## config.mk

```make
export PLATFORM = sky130hd
export DESIGN_NAME = strobe_port
export DESIGN_NICKNAME = d
export VERILOG_FILES = /design/src/rtl/strobe_port_pkg.sv /design/src/rtl/strobe_port_regs.sv /design/src/rtl/strobe_port_decode.sv /design/src/rtl/strobe_port_pinmux.sv /design/src/rtl/strobe_port.sv
export SDC_FILE = /design/constraint.sdc
export NUM_CORES = 1
export LEC_CHECK = 0
export BUFFER_PORTS_ARGS = -buffer_cell sky130_fd_sc_hd__buf_2
export CAP_MARGIN = 10
export CORE_UTILIZATION = 30
export CTS_CLUSTER_SIZE = 24
export DETAILED_ROUTE_END_ITERATION = 8
export GPL_ROUTABILITY_DRIVEN = 0
export PLACE_DENSITY = 0.47
export SLEW_MARGIN = 20
export SYNTH_ARGS = -nofsm -noshare
export SYNTH_HDL_FRONTEND = slang
export SYNTH_SLANG_ARGS = --single-unit
```

## constraint.sdc

```tcl
create_clock -name clk -period 3.5 [get_ports clk]
set_input_delay 1.05 -clock clk [delete_from_list [all_inputs] [get_ports clk]]
set_output_delay 1.05 -clock clk [all_outputs]
set_load 0.01 [all_outputs]
```

## src/rtl/strobe_port_pkg.sv

```systemverilog
`timescale 1ns/1ps
// Shared types for the strobe port: pin role encoding and per-pin setting.
package strobe_port_pkg;
    typedef enum logic [1:0] {
        PM_GPIO = 2'd0,
        PM_RD   = 2'd1,
        PM_WR   = 2'd2,
        PM_RDWR = 2'd3
    } pin_mode_e;

    // Setting of one pin, laid out exactly as its nibble in a control byte.
    typedef struct packed {
        logic [1:0] span;
        pin_mode_e  mode;
    } pin_cfg_t;
endpackage

```

## src/rtl/strobe_port_regs.sv

```systemverilog
`timescale 1ns/1ps
// Register file of the strobe port.
// It holds the base addresses, the control bytes and the port latch, and it
// serves combinational reads. It assumes AW == 2*DW, an even NPINS, and an
// address space large enough for 2*NPINS + NPINS/2 + 2 registers.
module strobe_port_regs
    import strobe_port_pkg::*;
#(
    parameter int NPINS = 4,
    parameter int AW    = 16,
    parameter int DW    = 8,
    parameter int RAW   = 4
) (
    input  logic                        clk,
    input  logic                        rst_n,
    input  logic                        reg_we,
    input  logic [RAW-1:0]              reg_addr,
    input  logic [DW-1:0]               reg_wdata,
    output logic [DW-1:0]               reg_rdata,
    input  logic [NPINS-1:0]            pin_in,
    output logic [NPINS-1:0][AW-1:0]    base_o,
    output pin_cfg_t [NPINS-1:0]        cfg_o,
    output logic [NPINS-1:0]            latch_o
);
    localparam int NCTRL      = NPINS / 2;
    localparam int CTRL_BASE  = 2 * NPINS;
    localparam int LATCH_ADDR = CTRL_BASE + NCTRL;
    localparam int LREAD_ADDR = LATCH_ADDR + 1;
    localparam int CFGW       = $bits(pin_cfg_t);

    logic [NPINS-1:0][AW-1:0] base_q;
    logic [NCTRL-1:0][DW-1:0] ctrl_q;
    logic [NPINS-1:0]         latch_q;

    // Register writes; reset clears settings and sets the latch high.
    always_ff @(posedge clk) begin
        if (!rst_n) begin
            base_q  <= '0;
            ctrl_q  <= '0;
            latch_q <= '1;
        end else if (reg_we) begin
            for (int i = 0; i < NPINS; i++) begin
                if (reg_addr == RAW'(2 * i))     base_q[i][DW-1:0]  <= reg_wdata;
                if (reg_addr == RAW'(2 * i + 1)) base_q[i][AW-1:DW] <= reg_wdata;
            end
            for (int c = 0; c < NCTRL; c++) begin
                if (reg_addr == RAW'(CTRL_BASE + c)) ctrl_q[c] <= reg_wdata;
            end
            if (reg_addr == RAW'(LATCH_ADDR)) latch_q <= reg_wdata[NPINS-1:0];
        end
    end

    // Combinational read mux; unmapped addresses return zero.
    always_comb begin
        reg_rdata = '0;
        for (int i = 0; i < NPINS; i++) begin
            if (reg_addr == RAW'(2 * i))     reg_rdata = base_q[i][DW-1:0];
            if (reg_addr == RAW'(2 * i + 1)) reg_rdata = base_q[i][AW-1:DW];
        end
        for (int c = 0; c < NCTRL; c++) begin
            if (reg_addr == RAW'(CTRL_BASE + c)) reg_rdata = ctrl_q[c];
        end
        if (reg_addr == RAW'(LATCH_ADDR)) reg_rdata = {{(DW-NPINS){1'b0}}, pin_in};
        if (reg_addr == RAW'(LREAD_ADDR)) reg_rdata = {{(DW-NPINS){1'b0}}, latch_q};
    end

    // Each pin takes its nibble out of the shared control bytes.
    for (genvar g = 0; g < NPINS; g++) begin : g_cfg
        assign cfg_o[g] = pin_cfg_t'(ctrl_q[g/2][(g%2)*CFGW +: CFGW]);
    end

    assign base_o  = base_q;
    assign latch_o = latch_q;

    // reset leaves every setting at its default.
    a_r1_reset_defaults: assert property (@(posedge clk)
        !rst_n |=> (latch_q == '1 && ctrl_q == '0 && base_q == '0));

    // a latch write lands on the next edge.
    a_r2_latch_write: assert property (@(posedge clk) disable iff (!rst_n)
        (reg_we && reg_addr == RAW'(LATCH_ADDR)) |=> latch_q == $past(reg_wdata[NPINS-1:0]));

    // a write to an unmapped address leaves all state unchanged.
    a_r2_unmapped_ignored: assert property (@(posedge clk) disable iff (!rst_n)
        (reg_we && reg_addr > RAW'(LATCH_ADDR)) |=>
        ($stable(base_q) && $stable(ctrl_q) && $stable(latch_q)));
endmodule

```

## src/rtl/strobe_port_decode.sv

```systemverilog
`timescale 1ns/1ps
// Address and strobe decode for the strobe port.
// For every pin, it compares the bus address against the pin's base with the
// low `span` bits ignored, then qualifies the result with the bus strobe that
// the pin's mode selects. The path is purely combinational.
module strobe_port_decode
    import strobe_port_pkg::*;
#(
    parameter int NPINS = 4,
    parameter int AW    = 16
) (
    input  logic [AW-1:0]            bus_addr,
    input  logic                     bus_rd_n,
    input  logic                     bus_wr_n,
    input  logic [NPINS-1:0][AW-1:0] base_i,
    input  pin_cfg_t [NPINS-1:0]     cfg_i,
    output logic [NPINS-1:0]         hit_o
);
    logic rd_act, wr_act;
    assign rd_act = ~bus_rd_n;
    assign wr_act = ~bus_wr_n;

    for (genvar g = 0; g < NPINS; g++) begin : g_pin
        logic [AW-1:0] ign;
        logic          match;
        logic          qual;

        // Build the window mask and the address match for this pin.
        always_comb begin
            ign   = AW'((32'd1 << cfg_i[g].span) - 32'd1);
            match = ((bus_addr ^ base_i[g]) & ~ign) == '0;
        end

        // Choose the bus strobe(s) that qualify this pin.
        always_comb begin
            unique case (cfg_i[g].mode)
                PM_RD:   qual = rd_act;
                PM_WR:   qual = wr_act;
                PM_RDWR: qual = rd_act | wr_act;
                default: qual = 1'b0;
            endcase
        end

        assign hit_o[g] = match & qual;
    end
endmodule

```

## src/rtl/strobe_port_pinmux.sv

```systemverilog
`timescale 1ns/1ps
// Output selection for the strobe port.
// A pin in mode 0 behaves as a quasi-bidirectional bit: it drives low
// strongly and releases for a high, relying on a pad pull-up. In any strobe
// mode, the pin drives the inverse of its decode hit.
module strobe_port_pinmux
    import strobe_port_pkg::*;
#(
    parameter int NPINS = 4
) (
    input  pin_cfg_t [NPINS-1:0] cfg_i,
    input  logic [NPINS-1:0]     latch_i,
    input  logic [NPINS-1:0]     hit_i,
    output logic [NPINS-1:0]     pin_out,
    output logic [NPINS-1:0]     pin_oe
);
    for (genvar g = 0; g < NPINS; g++) begin : g_pin
        // Select the latch or the active-low strobe for this pin.
        always_comb begin
            if (cfg_i[g].mode == PM_GPIO) begin
                pin_out[g] = latch_i[g];
                pin_oe[g]  = ~latch_i[g];
            end else begin
                pin_out[g] = ~hit_i[g];
                pin_oe[g]  = 1'b1;
            end
        end
    end
endmodule

```

## src/rtl/strobe_port.sv

```systemverilog
`timescale 1ns/1ps
// Top of the programmable chip-select strobe port.
// It joins the register file, the per-pin decode and the output mux. The
// strobe outputs are combinational from the bus inputs and the configuration
// registers, and it assumes the bus inputs are settled inside the cycle.
module strobe_port
    import strobe_port_pkg::*;
#(
    parameter int NPINS = 4,
    parameter int AW    = 16,
    parameter int DW    = 8,
    parameter int RAW   = 4
) (
    input  logic             clk,
    input  logic             rst_n,
    input  logic             reg_we,
    input  logic [RAW-1:0]   reg_addr,
    input  logic [DW-1:0]    reg_wdata,
    output logic [DW-1:0]    reg_rdata,
    input  logic [AW-1:0]    bus_addr,
    input  logic             bus_rd_n,
    input  logic             bus_wr_n,
    input  logic [NPINS-1:0] pin_in,
    output logic [NPINS-1:0] pin_out,
    output logic [NPINS-1:0] pin_oe
);
    localparam int MAXSPAN = 3;

    logic [NPINS-1:0][AW-1:0] base;
    pin_cfg_t [NPINS-1:0]     cfg;
    logic [NPINS-1:0]         latch;
    logic [NPINS-1:0]         hit;

    strobe_port_regs #(.NPINS(NPINS), .AW(AW), .DW(DW), .RAW(RAW)) u_regs (
        .clk       (clk),
        .rst_n     (rst_n),
        .reg_we    (reg_we),
        .reg_addr  (reg_addr),
        .reg_wdata (reg_wdata),
        .reg_rdata (reg_rdata),
        .pin_in    (pin_in),
        .base_o    (base),
        .cfg_o     (cfg),
        .latch_o   (latch)
    );

    strobe_port_decode #(.NPINS(NPINS), .AW(AW)) u_decode (
        .bus_addr (bus_addr),
        .bus_rd_n (bus_rd_n),
        .bus_wr_n (bus_wr_n),
        .base_i   (base),
        .cfg_i    (cfg),
        .hit_o    (hit)
    );

    strobe_port_pinmux #(.NPINS(NPINS)) u_pinmux (
        .cfg_i   (cfg),
        .latch_i (latch),
        .hit_i   (hit),
        .pin_out (pin_out),
        .pin_oe  (pin_oe)
    );

    for (genvar g = 0; g < NPINS; g++) begin : g_chk
        // a quasi-bidirectional pin never drives a high.
        a_r3_gpio_drive: assert property (@(posedge clk) disable iff (!rst_n)
            cfg[g].mode == PM_GPIO |-> pin_oe[g] != pin_out[g]);
        // a read-strobe pin stays high without a bus read.
        a_r4_rd_only: assert property (@(posedge clk) disable iff (!rst_n)
            (cfg[g].mode == PM_RD && bus_rd_n) |-> (pin_out[g] && pin_oe[g]));
        // a write-strobe pin stays high without a bus write.
        a_r5_wr_only: assert property (@(posedge clk) disable iff (!rst_n)
            (cfg[g].mode == PM_WR && bus_wr_n) |-> (pin_out[g] && pin_oe[g]));
        // with the bus idle, no strobe pin is low.
        a_r6_idle_high: assert property (@(posedge clk) disable iff (!rst_n)
            (cfg[g].mode != PM_GPIO && bus_rd_n && bus_wr_n) |-> pin_out[g]);
        // an active strobe implies the address lies in the widest window.
        a_r7_hit_in_window: assert property (@(posedge clk) disable iff (!rst_n)
            (cfg[g].mode != PM_GPIO && !pin_out[g]) |->
            bus_addr[AW-1:MAXSPAN] == base[g][AW-1:MAXSPAN]);
    end
endmodule

```

[Yosys cells after proc, flatten, opt, wreduce, memory -nomap -nowiden]
Cells that the tools add are included.
W data, S select, Z words.
Cells by class
  add/subtract/negate cells: 4
  multipliers: 0
  div/mod/pow operators: 0
  order comparisons: 0
  eq/ne operators: 23
  shifts and indexed selects: 4
  mux-type cells: 24
  bitwise logic cells: 27
  reduce and logical (&&, ||, !) cells: 20
Operators by type and width (count)
  $mux W8: 12
  $and A16 B16 Y16: 4
  $logic_not A16 Y1: 4
  $not A16 Y16: 4
  $shl A1 B2 Y16 const A: 4
  $sub A16 B1 Y16 const B: 4
  $xor A16 B16 Y16: 4
  $reduce_and A2 Y1: 11
  $eq A2 B2 Y1 const B: 8
  $eq A4 B3 Y1 const B: 4
  $eq A4 B4 Y1 const B: 4
  $pmux W1 S3: 4
  $not A1 Y1: 10
  $eq A2 B1 Y1 const B: 4
  $eq A4 B2 Y1 const B: 2
  $logic_not A2 Y1: 4
  $mux W1: 8
  $and A1 B1 Y1: 4
  $eq A4 B1 Y1 const B: 1
  $logic_not A4 Y1: 1
  $or A1 B1 Y1: 1
Word-level totals
  flip-flop bits (word level): 84
  bits in latches: 0
  memory bits (writable): 0
  ROM bits: 0
  input bits: 37
  logic and storage cells: 113
  memories: 0

[Logic depth before layout (Yosys ltp)]
Gate-level depths: netlist of run 1.
  depth after elaboration: 13
  depth in mapped cells: 7
  mapped depth without buffers: 6

[Modules after synthesis]
From an unflattened synthesis of run 1, not the netlist that was laid out.
Second synthesis, totals
  cell total of the unflattened synthesis: 590
  area, all modules: 5222.5 um^2
By module, submodules not included
  strobe_port_regs: instances 1, cells an instance 460, area each 4192.8 um^2, sequential area each 1681.6 um^2
  strobe_port_decode: instances 1, cells an instance 115, area each 942.2 um^2, sequential area each 0.0 um^2
  strobe_port_pinmux: instances 1, cells an instance 15, area each 87.6 um^2, sequential area each 0.0 um^2

[Worst setup path before layout of run 1]
Ideal clock, no wire load.
  path kind: in2out
  start point: in reg_addr[0]
  end point: out reg_rdata[0]
  arrival: 2230 ps
  required time: 2450 ps
  setup slack: 220 ps
  stages: 5
  path buffers: 2
  path through: buf_6 -> buf_8 -> or4_1 -> a311oi_1 -> o32a_1
Between the ends
  longest elaborated chain between the ends: 13
RTL lines
  from (decl): RTL line strobe_port.sv:17  | input logic [RAW-1:0] reg_addr,
  $logic_not A4 Y1: RTL line strobe_port_regs.sv:57  | if (reg_addr == RAW'(2 * i)) reg_rdata = base_q[i][DW-1:0];
  $mux W8: RTL line strobe_port_regs.sv:57
  $mux W8: RTL line strobe_port_regs.sv:58  | if (reg_addr == RAW'(2 * i + 1)) reg_rdata = base_q[i][AW-1:DW];
  $mux W8: RTL line strobe_port_regs.sv:57
  $mux W8: RTL line strobe_port_regs.sv:58
  $mux W8: RTL line strobe_port_regs.sv:57
  $mux W8: RTL line strobe_port_regs.sv:58
  $mux W8: RTL line strobe_port_regs.sv:57
  $mux W8: RTL line strobe_port_regs.sv:58
  $mux W8 (2 in series): RTL line strobe_port_regs.sv:61  | if (reg_addr == RAW'(CTRL_BASE + c)) reg_rdata = ctrl_q[c];
  $mux W8: RTL line strobe_port_regs.sv:63  | if (reg_addr == RAW'(LATCH_ADDR)) reg_rdata = {{(DW-NPINS){1'b0}}, pin_in};
  $mux W8 *: RTL line strobe_port_regs.sv:64  | if (reg_addr == RAW'(LREAD_ADDR)) reg_rdata = {{(DW-NPINS){1'b0}}, latch_q};
  to (decl): RTL line strobe_port.sv:19  | output logic [DW-1:0] reg_rdata,
Every way passes the cells marked *; elsewhere a longest branch is shown, timed or not.

[Worst setup path in the final report of run 1]
  start point: in reg_addr[2]
  end point: out reg_rdata[0]
Same word-level chain as after synthesis.

==> impl_metrics.yaml, run 1 <==
run_status:
  status: "finished clean"
global_routing:
  grt_pass1_vias: 4212
  grt_max_degree: 85
  grt-ovfl-total: 0
  grt_antenna_before_repair: 0
  grt_pass1_wl_um: 25900
  track_usage_pct: 19.6
placed_design:
  place_ws_ns: -0.157
  portBuffers: 52
  post-dp-hpwl_um: 12500
  dp.cells: 797
timing:
  timing.hold.ws_ns: 0.520
  max_slew_margin_pct: 47.5
  setup_viol_count_final: 0
  setup_ws_ns: 0.0660
  finalHoldViolations: 0
  maxClockFrequency_mhz: 291
  rsz0062_at_grt: "no"
  fin_worst_skew_ns: 0
  finalCriticalPeriod_ns: 3.43
  worstMarginPinSlew_ns: 0.788
  min_period_over_period_pct: 98.1
  maxSlewViolCount: 0
die:
  initial_core_util_pct: 31.1
  fp.dieH_um: 134
  io_pins: 53
  rows: 47
  dieArea_um2: 17900
  die_w_um: 134
  core-area_um2: 16800
power:
  combPwrFrac_pct: 12.6
  power_frac_seq_pct: 41.8
  clkPwrFrac_pct: 45.6
  p_sw_uw: 595
  power.leakage_uw: 0.00238
  swShare_pct: 25.3
  power_density_nw_per_um2: 391
  intPower_uw: 1760
  peakVddDrop_v: 0.000201
cts:
  post_cts_buffers: 0
  numCtsBuffers: 9
  cts_num_sinks: 84
  clk-insertion-delay-late_ns: 0.35
  cts-root-buf: "clkbuf_16"
  path_clk_slew_ns: 0.07
  htreeDepth: 3
  clock_tree.buffer_depth: 2
  cts_tree: "built"
logic_synthesis:
  synth_fp_nets: 595
  syn_area_per_cell_um2: 9.38
  synth_enable_flop_cells: 0
  async_reset_ff_share_pct: 0
  synthCells: 557
  seq_area_frac_synth_pct: 32.2
  synth_area_um2: 5220
  synth-main-ff-cell: "dfxtp_1"
  synth_cell_types: 53
  yosys_warnings: 0
  ys_seq_elements: 84
setup_path:
  cpPeakStageDelay_ns: 0.56
  crit_chain: "buf_2, or4_1, a311oi_1, o32a_1, buf_2"
  cp_slowest_cell: "or4_1"
  cp_top_family: "simple AND/OR/NAND/NOR gates"
  crit_top_cell: "buf_2"
  crit_type: "in2out"
  crit_buf_inv: 2
  crit_path_end_kind: "output pin"
  start_kind: "primary input"
  worst-endpoint-arrival_ns: 2.38
  cp_max_fo: 11
  required_ns: 2.45
detailed_routing:
  post-route-drc-count: 0
  vias: 4149
  routed_wl_um: 16600
  vias_per_cell: 5.11
  ant_nets: 0
  wl_per_cell_um: 20.4
  dr.pass1.iters: 5
  drtIter0Drc: 225
finish:
  final_common_cell: "mux2i_1"
  final_cells: 812
  finalNetCount: 626
  syn2layout_area_growth_pct: 15.3
  drive_above_1_share_pct: 18.8
  num_antenna_cells: 0
  final_cell_mix: "mux2i_1, dfxtp_1, nor2b_1"
flow_run:
  drv_cap: 0
hold_path:
  hold_class: "reg2reg"
==> cells in the mapped netlist, types with 2 or more instances <==
library cell	number	area, um^2
a31oi_1	5	31.3
o31a_1	4	35.0
nor2_1	13	48.8
o22ai_1	6	37.5
mux4_1	2	52.6
nor4_1	7	43.8
buf_2	9	45.0
buf_4	2	15.0
nand4_1	8	50.1
a211oi_1	3	22.5
o22a_1	2	17.5
nor2b_1	82	513
nand2_1	25	93.8
o21ai_0	23	115
and3_1	3	18.8
xnor2_1	49	429
nand3b_1	2	15.0
a21boi_0	8	60.1
mux2i_1	90	901
clkbuf_1	35	131
a21oi_1	14	70.1
xor2_1	15	131
dfxtp_1	84	1680
buf_6	7	78.8
inv_1	8	30.0
nor3_1	6	30.0
nand2b_1	11	68.8
mux4_2	9	203
==> layout make-up <==
type                    count  area (um^2)
fillers                  1772        10800
multi-input cells         410         3240
flip-flops and latches     84         1680
repair buffers             75          465
well taps                 220          275
clock buffers              11          253
clock inverters             4         72.6
inverters                   8         30.0
==> per-layer routing <==
metal / vias to the layer above / part of all wire [%] / track usage (%)
met5: - / 0 / 0
met3: 24 / 4.6 / 2.87
met2: 118 / 44 / 29.7
li1: 1975 / - / -
met4: 0 / 2.4 / 8.65
met1: 2032 / 49 / 27.3
==> power groups by stage <==
stage	sequential, uW	combinational, uW	clock, uW
floorplan	998	201	0
global placement	1000	291	0
detailed placement	1000	293	0
CTS	983	296	1100
global route	984	321	1130
finish	983	298	1070
==> worst min-delay path, stage by stage (launching register included) <==
cell      delay [ns]
dfxtp_1         0.33
o21ai_0         0.07
a21boi_0        0.07
==> per-stage QoR <==
| stage | area, um^2 | total power (uW) | TNS, ns | utilization, % |
|---|---|---|---|---|
| floorplan | 5220 | 1200 | 0 | - |
| global placement | 5650 | 1290 | -0.210 | 33.6 |
| detailed placement | 5650 | 1300 | -0.325 | 33.6 |
| CTS | 5990 | 2380 | 0 | 35.6 |
| global route | 6020 | 2440 | 0 | 35.8 |
| finish | 6020 | 2350 | 0 | 35.8 |
==> worst paths after layout <==
kind / from / endpoint / slack (ns) / depth (start not counted)
worst min register to register: u_regs.base_o[58]$_SDFFE_PN0P_ / u_regs.base_o[58]$_SDFFE_PN0P_ / 0.52 / 2
worst min-delay path: u_regs.base_o[58]$_SDFFE_PN0P_ / u_regs.base_o[58]$_SDFFE_PN0P_ / 0.52 / 2
worst max register to register: u_regs.base_o[59]$_SDFFE_PN0P_ / u_regs.base_o[59]$_SDFFE_PN0P_ / 2.66 / 2
worst max-delay path: reg_addr[2] / reg_rdata[0] / 0.07 / 5
==> cell families after synthesis <==
group	share of synthesized area, %
xor+xnor	10.7
flops	32.2
simple gates	19.8
compound gates	8.74
mux	22.1
fa+ha+maj	0.240
buf+inv	6.11
==> sequential cells by signal, indices dropped and copies added (netlist names) <==
register / cells
u_regs.cfg_o: 16
u_regs.latch_o: 4
u_regs.base_o: 64
==> timing repair <==
| action | 4_1_cts | 5_1_grt |
|---|---|---|
| setup endpoints to repair | 8 | 8 |
| hold buffers | 0 | 0 |
| pin swaps | 1 | 0 |
| gates cloned | 0 | 0 |
| gates resized for setup | 5 | 6 |
(Power assumes the default switching activity.)
==> inputs of run 2 (changes only) <==
CELL_PAD_IN_SITES_DETAIL_PLACEMENT = 1   (was not set)
CELL_PAD_IN_SITES_GLOBAL_PLACEMENT = 1   (was not set)
MAX_ROUTING_LAYER = met4   (was not set)
PLACE_DENSITY = 0.57   (was 0.47)
==> run 2 against run 1 <==
Clock skew is the same. Via count shrank 0.31%. Worst setup slack lost 0.031 ns. Sequential share of layout area is essentially flat. Final area is essentially flat.
==> impl_metrics.yaml, run 2 (synthesized netlist as in run 1, its figures left out) <==
die:
  core-area_um2: 16800
  die_w_um: 134
  io_pins: 53
  rows: 47
  dieArea_um2: 17900
  fp.dieH_um: 134
  initial_core_util_pct: 31.1
detailed_routing:
  vias_per_cell: 5.09
  vias: 4136
  ant_nets: 0
  dr.pass1.iters: 4
  post-route-drc-count: 0
  wl_per_cell_um: 21.3
  routed_wl_um: 17300
  drtIter0Drc: 175
timing:
  fin_worst_skew_ns: 0
  rsz0062_at_grt: "yes"
  maxClockFrequency_mhz: 289
  min_period_over_period_pct: 99.0
  maxSlewViolCount: 0
  timing.hold.ws_ns: 0.526
  finalCriticalPeriod_ns: 3.47
  max_slew_margin_pct: 48.2
  setup_viol_count_final: 0
  finalHoldViolations: 0
  setup_ws_ns: 0.0347
  worstMarginPinSlew_ns: 0.777
finish:
  final_area_um2: 6020
  num_antenna_cells: 0
  drive_above_1_share_pct: 18.9
  fill_cells: 1962
  final_common_cell: "mux2i_1"
  utilization_pct: 35.8
  syn2layout_area_growth_pct: 15.2
  finalNetCount: 626
  largest_reg_flops: 64
  final_cell_mix: "mux2i_1, dfxtp_1, nor2b_1"
run_status:
  status: "finished clean"
power:
  peakVddDrop_v: 0.000235
  power_density_nw_per_um2: 379
  power.leakage_uw: 0.00238
placed_design:
  dpl_cell_area_um2: 5650
  portBuffers: 52
  place_ws_ns: -0.125
  post-dp-hpwl_um: 13100
setup_path:
  crit_buf_inv: 3
  cp_top_family: "multiplexers"
  cpPeakStageDelay_ns: 0.53
  start_kind: "primary input"
  worst-endpoint-arrival_ns: 2.42
  crit_chain: "buf_8, buf_6, mux4_2, o211ai_1, a2111oi_2, buf_2"
  crit_type: "in2out"
  cp_max_fo: 5
  cp_slowest_cell: "mux4_2"
  crit_path_end_kind: "output pin"
  required_ns: 2.45
global_routing:
  grt-ovfl-total: 0
  grt_pass1_wl_um: 27200
  grt_max_degree: 85
  track_usage_pct: 21.1
  grt_pass1_vias: 4529
  grt_antenna_before_repair: 0
cts:
  clk-insertion-delay-late_ns: 0.35
  numCtsBuffers: 9
  path_clk_slew_ns: 0.06
  clock_tree.buffer_depth: 2
  cts_tree: "built"
  cts_hold_buf: 0
  cts-root-buf: "clkbuf_16"
  htreeDepth: 3
  cts_num_sinks: 84
hold_path:
  hold_class: "reg2reg"
flow_run:
  drv_cap: 0
[run 2: cell count changes in the layout (fill, tap and decap cells not counted), sizes merged]
cell    change
clkbuf      +1
bufinv      -1
clkinv      +1
[run 2: timing repair]
action	4_1_cts	5_1_grt
endpoints found under the setup margin	8	4
buffers inserted	1	0
pin swaps	3	1
gates resized for setup	11	5
[run 2: worst paths after layout]
| kind | start | endpoint | slack (ns) | cells after the start |
|---|---|---|---|---|
| worst max register to register | u_regs.base_o[51]$_SDFFE_PN0P_ | u_regs.base_o[51]$_SDFFE_PN0P_ | 2.64 | 4 |
| worst min register to register | u_regs.base_o[58]$_SDFFE_PN0P_ | u_regs.base_o[58]$_SDFFE_PN0P_ | 0.53 | 2 |
| worst min-delay path | u_regs.base_o[58]$_SDFFE_PN0P_ | u_regs.base_o[58]$_SDFFE_PN0P_ | 0.53 | 2 |
| worst max-delay path | reg_addr[0] | reg_rdata[3] | 0.03 | 6 |
[run 2: layout make-up]
cell class	instances	area, um^2	share of cell area, %
Multi-Input combinational cell	410	3250	54.0
Sequential cell	84	1680	27.9
Timing Repair Buffer	75	480	7.98
Tap cell	220	275	4.57
Clock buffer	12	256	4.26
Clock inverter	4	47.5	0.790
Inverter	8	30.0	0.499
[run 2: per-stage QoR]
stage	setup TNS, ns	total power, uW	std cells
2_1_floorplan	0	1200	557
3_3_place_gp	-0.205	1300	796
3_5_place_dp	-0.312	1300	796
4_1_cts	0	2310	813
5_1_grt	-0.0372	2370	813
6_report	0	2280	813
[run 2: power by group]
| part | internal, uW | switching [uW] |
|---|---|---|
| logic | 132 | 172 |
| registers | 968 | 14.6 |
| clock network | 590 | 404 |
[run 2: worst reg2reg max path, delay by kind of cell (launching register included)]
kind | cells | cell delay [ns]
and+or+nand+nor | 1 | 0.15
buffers and inverters | 1 | 0.08
AOI/OAI and AO/OA | 2 | 0.18
DFF | 1 | 0.39
[run 2: per-layer routing]
layer / vias to the layer above / part of all wire [%] / track usage (%)
met2: 72 / 46 / 32.6
li1: 1973 / - / -
met1: 2061 / 48 / 27.5
met5: - / 0 / -
met3: 30 / 2.6 / 2.57
met4: 0 / 2.7 / 9.66
==> inputs of run 3 (changes only) <==
CORE_UTILIZATION = 35   (was 30)
PLACE_DENSITY = 0.65   (was 0.57)
==> run 3 against run 2 <==
Critical path depth grew 1. Final cell count decreased by 3.8%. Worst hold slack better by 0.0052 ns. Wire length is 0.24% lower. Final area stayed put.
==> impl_metrics.yaml, run 3 (synthesized netlist as in run 1, its figures left out) <==
run_status:
  status: "finished clean"
detailed_routing:
  wl_per_cell_um: 22.1
  drtIter0Drc: 188
  post-route-drc-count: 0
  vias: 4289
  dr.pass1.iters: 5
  routed_wl_um: 17300
  ant_nets: 0
  vias_per_cell: 5.48
setup_path:
  crit_buf_inv: 3
  start_kind: "primary input"
  crit_path_end_kind: "output pin"
  crit_type: "in2out"
  rr_worst_depth: 2
  cpPeakStageDelay_ns: 0.30
  worst-endpoint-arrival_ns: 2.39
  cp_slowest_cell: "nor4_1"
  cp_max_fo: 2
  cp.depth: 7
  cp_top_family: "buffers and inverters"
  crit_top_cell: "buf_2"
  crit_chain: "buf_2, xnor2_1, o21ai_0, nor4_1, buf_4, a31oi_1, buf_2"
  required_ns: 2.45
die:
  rows: 44
  core-area_um2: 14500
  io_pins: 53
  dieArea_um2: 15400
  initial_core_util_pct: 35.9
  die_w_um: 124
  fp.dieH_um: 124
cts:
  cts_hold_buf: 0
  cts_tree: "built"
  htreeDepth: 3
  clk-insertion-delay-late_ns: 0.34
  cts_num_sinks: 84
  numCtsBuffers: 9
  path_clk_slew_ns: 0.07
  clock_tree.buffer_depth: 2
  cts-root-buf: "clkbuf_16"
finish:
  finalNetCount: 631
  syn2layout_area_growth_pct: 15.2
  largest_reg_flops: 64
  utilization_pct: 41.4
  drive_above_1_share_pct: 19.6
  final_common_cell: "mux2i_1"
  num_antenna_cells: 0
  final_cell_mix: "mux2i_1, dfxtp_1, nor2b_1"
placed_design:
  portBuffers: 52
  post-dp-hpwl_um: 12900
  place_ws_ns: -0.0851
timing:
  finalHoldViolations: 0
  min_period_over_period_pct: 98.2
  timing.hold.ws_ns: 0.531
  setup_tns_ns: 0
  worstMarginPinSlew_ns: 0.735
  max_slew_margin_pct: 51.0
  maxSlewViolCount: 0
  setup_viol_count_final: 0
  finalCriticalPeriod_ns: 3.44
  setup_ws_ns: 0.0628
  maxClockFrequency_mhz: 291
  fin_worst_skew_ns: 0
  rsz0062_at_grt: "no"
flow_run:
  drv_cap: 0
power:
  power_density_nw_per_um2: 391
  power.leakage_uw: 0.00240
  peakVddDrop_v: 0.000258
hold_path:
  hold_depth: 2
  hold_class: "reg2reg"
global_routing:
  grt_pass1_vias: 4538
  track_usage_pct: 24.7
  grt_pass1_wl_um: 26700
  grt_max_degree: 46
  grt_antenna_before_repair: 0
  grt-ovfl-total: 0
-- run 3: stage by stage --
step | total power, uW | std cells | area (um^2)
floorplan | 1200 | 557 | 5220
global placement | 1290 | 764 | 5620
detailed placement | 1300 | 764 | 5620
CTS | 2360 | 783 | 6020
global route | 2430 | 782 | 6020
finish | 2350 | 782 | 6020
-- run 3: power by group --
part           internal, uW  total [uW]  leakage, uW  switching (uW)
registers               968         984     0.000678            15.6
logic                   134         305      0.00157             172
clock network           644        1060     0.000151             419
total                  1750        2350      0.00240             606
-- run 3: repair_timing --
item | CTS | global route
resized for setup | 13 | 4
cloned | 0 | 0
endpoints found under the setup margin | 4 | 4
setup buffers | 3 | 0
pin swaps | 3 | 4
-- run 3: worst paths after layout --
kind / startpoint / end / slack (ns)
hold reg to reg: u_regs.base_o[58]$_SDFFE_PN0P_ / u_regs.base_o[58]$_SDFFE_PN0P_ / 0.53
setup reg to reg: u_regs.base_o[60]$_SDFFE_PN0P_ / u_regs.base_o[60]$_SDFFE_PN0P_ / 2.64
hold / removal: u_regs.base_o[58]$_SDFFE_PN0P_ / u_regs.base_o[58]$_SDFFE_PN0P_ / 0.53
setup / recovery: bus_addr[15] / pin_out[0] / 0.06
-- run 3: worst reg2reg max path: cells and delay by family (launching register included) --
family	cells	cell delay, ns
DFF	1	0.44
AOI/OAI and AO/OA	2	0.34
-- run 3: area by class of cell --
type | instances | area (um^2)
Fill cell | 1676 | 8520
Multi-Input combinational cell | 410 | 3240
Sequential cell | 84 | 1680
Timing Repair Buffer | 80 | 509
Clock buffer | 10 | 239
Tap cell | 184 | 230
Clock inverter | 6 | 87.6
Inverter | 8 | 30.0
-- run 3: layer usage --
metal  vias to the layer above  GRT usage [%]  share of wire, %
met3                        38           4.08               3.8
met2                       108           38.3                46
met5                         -              -                 0
met1                      2151           31.3                47
li1                       1992              -                 -
met4                         0           11.3               3.2
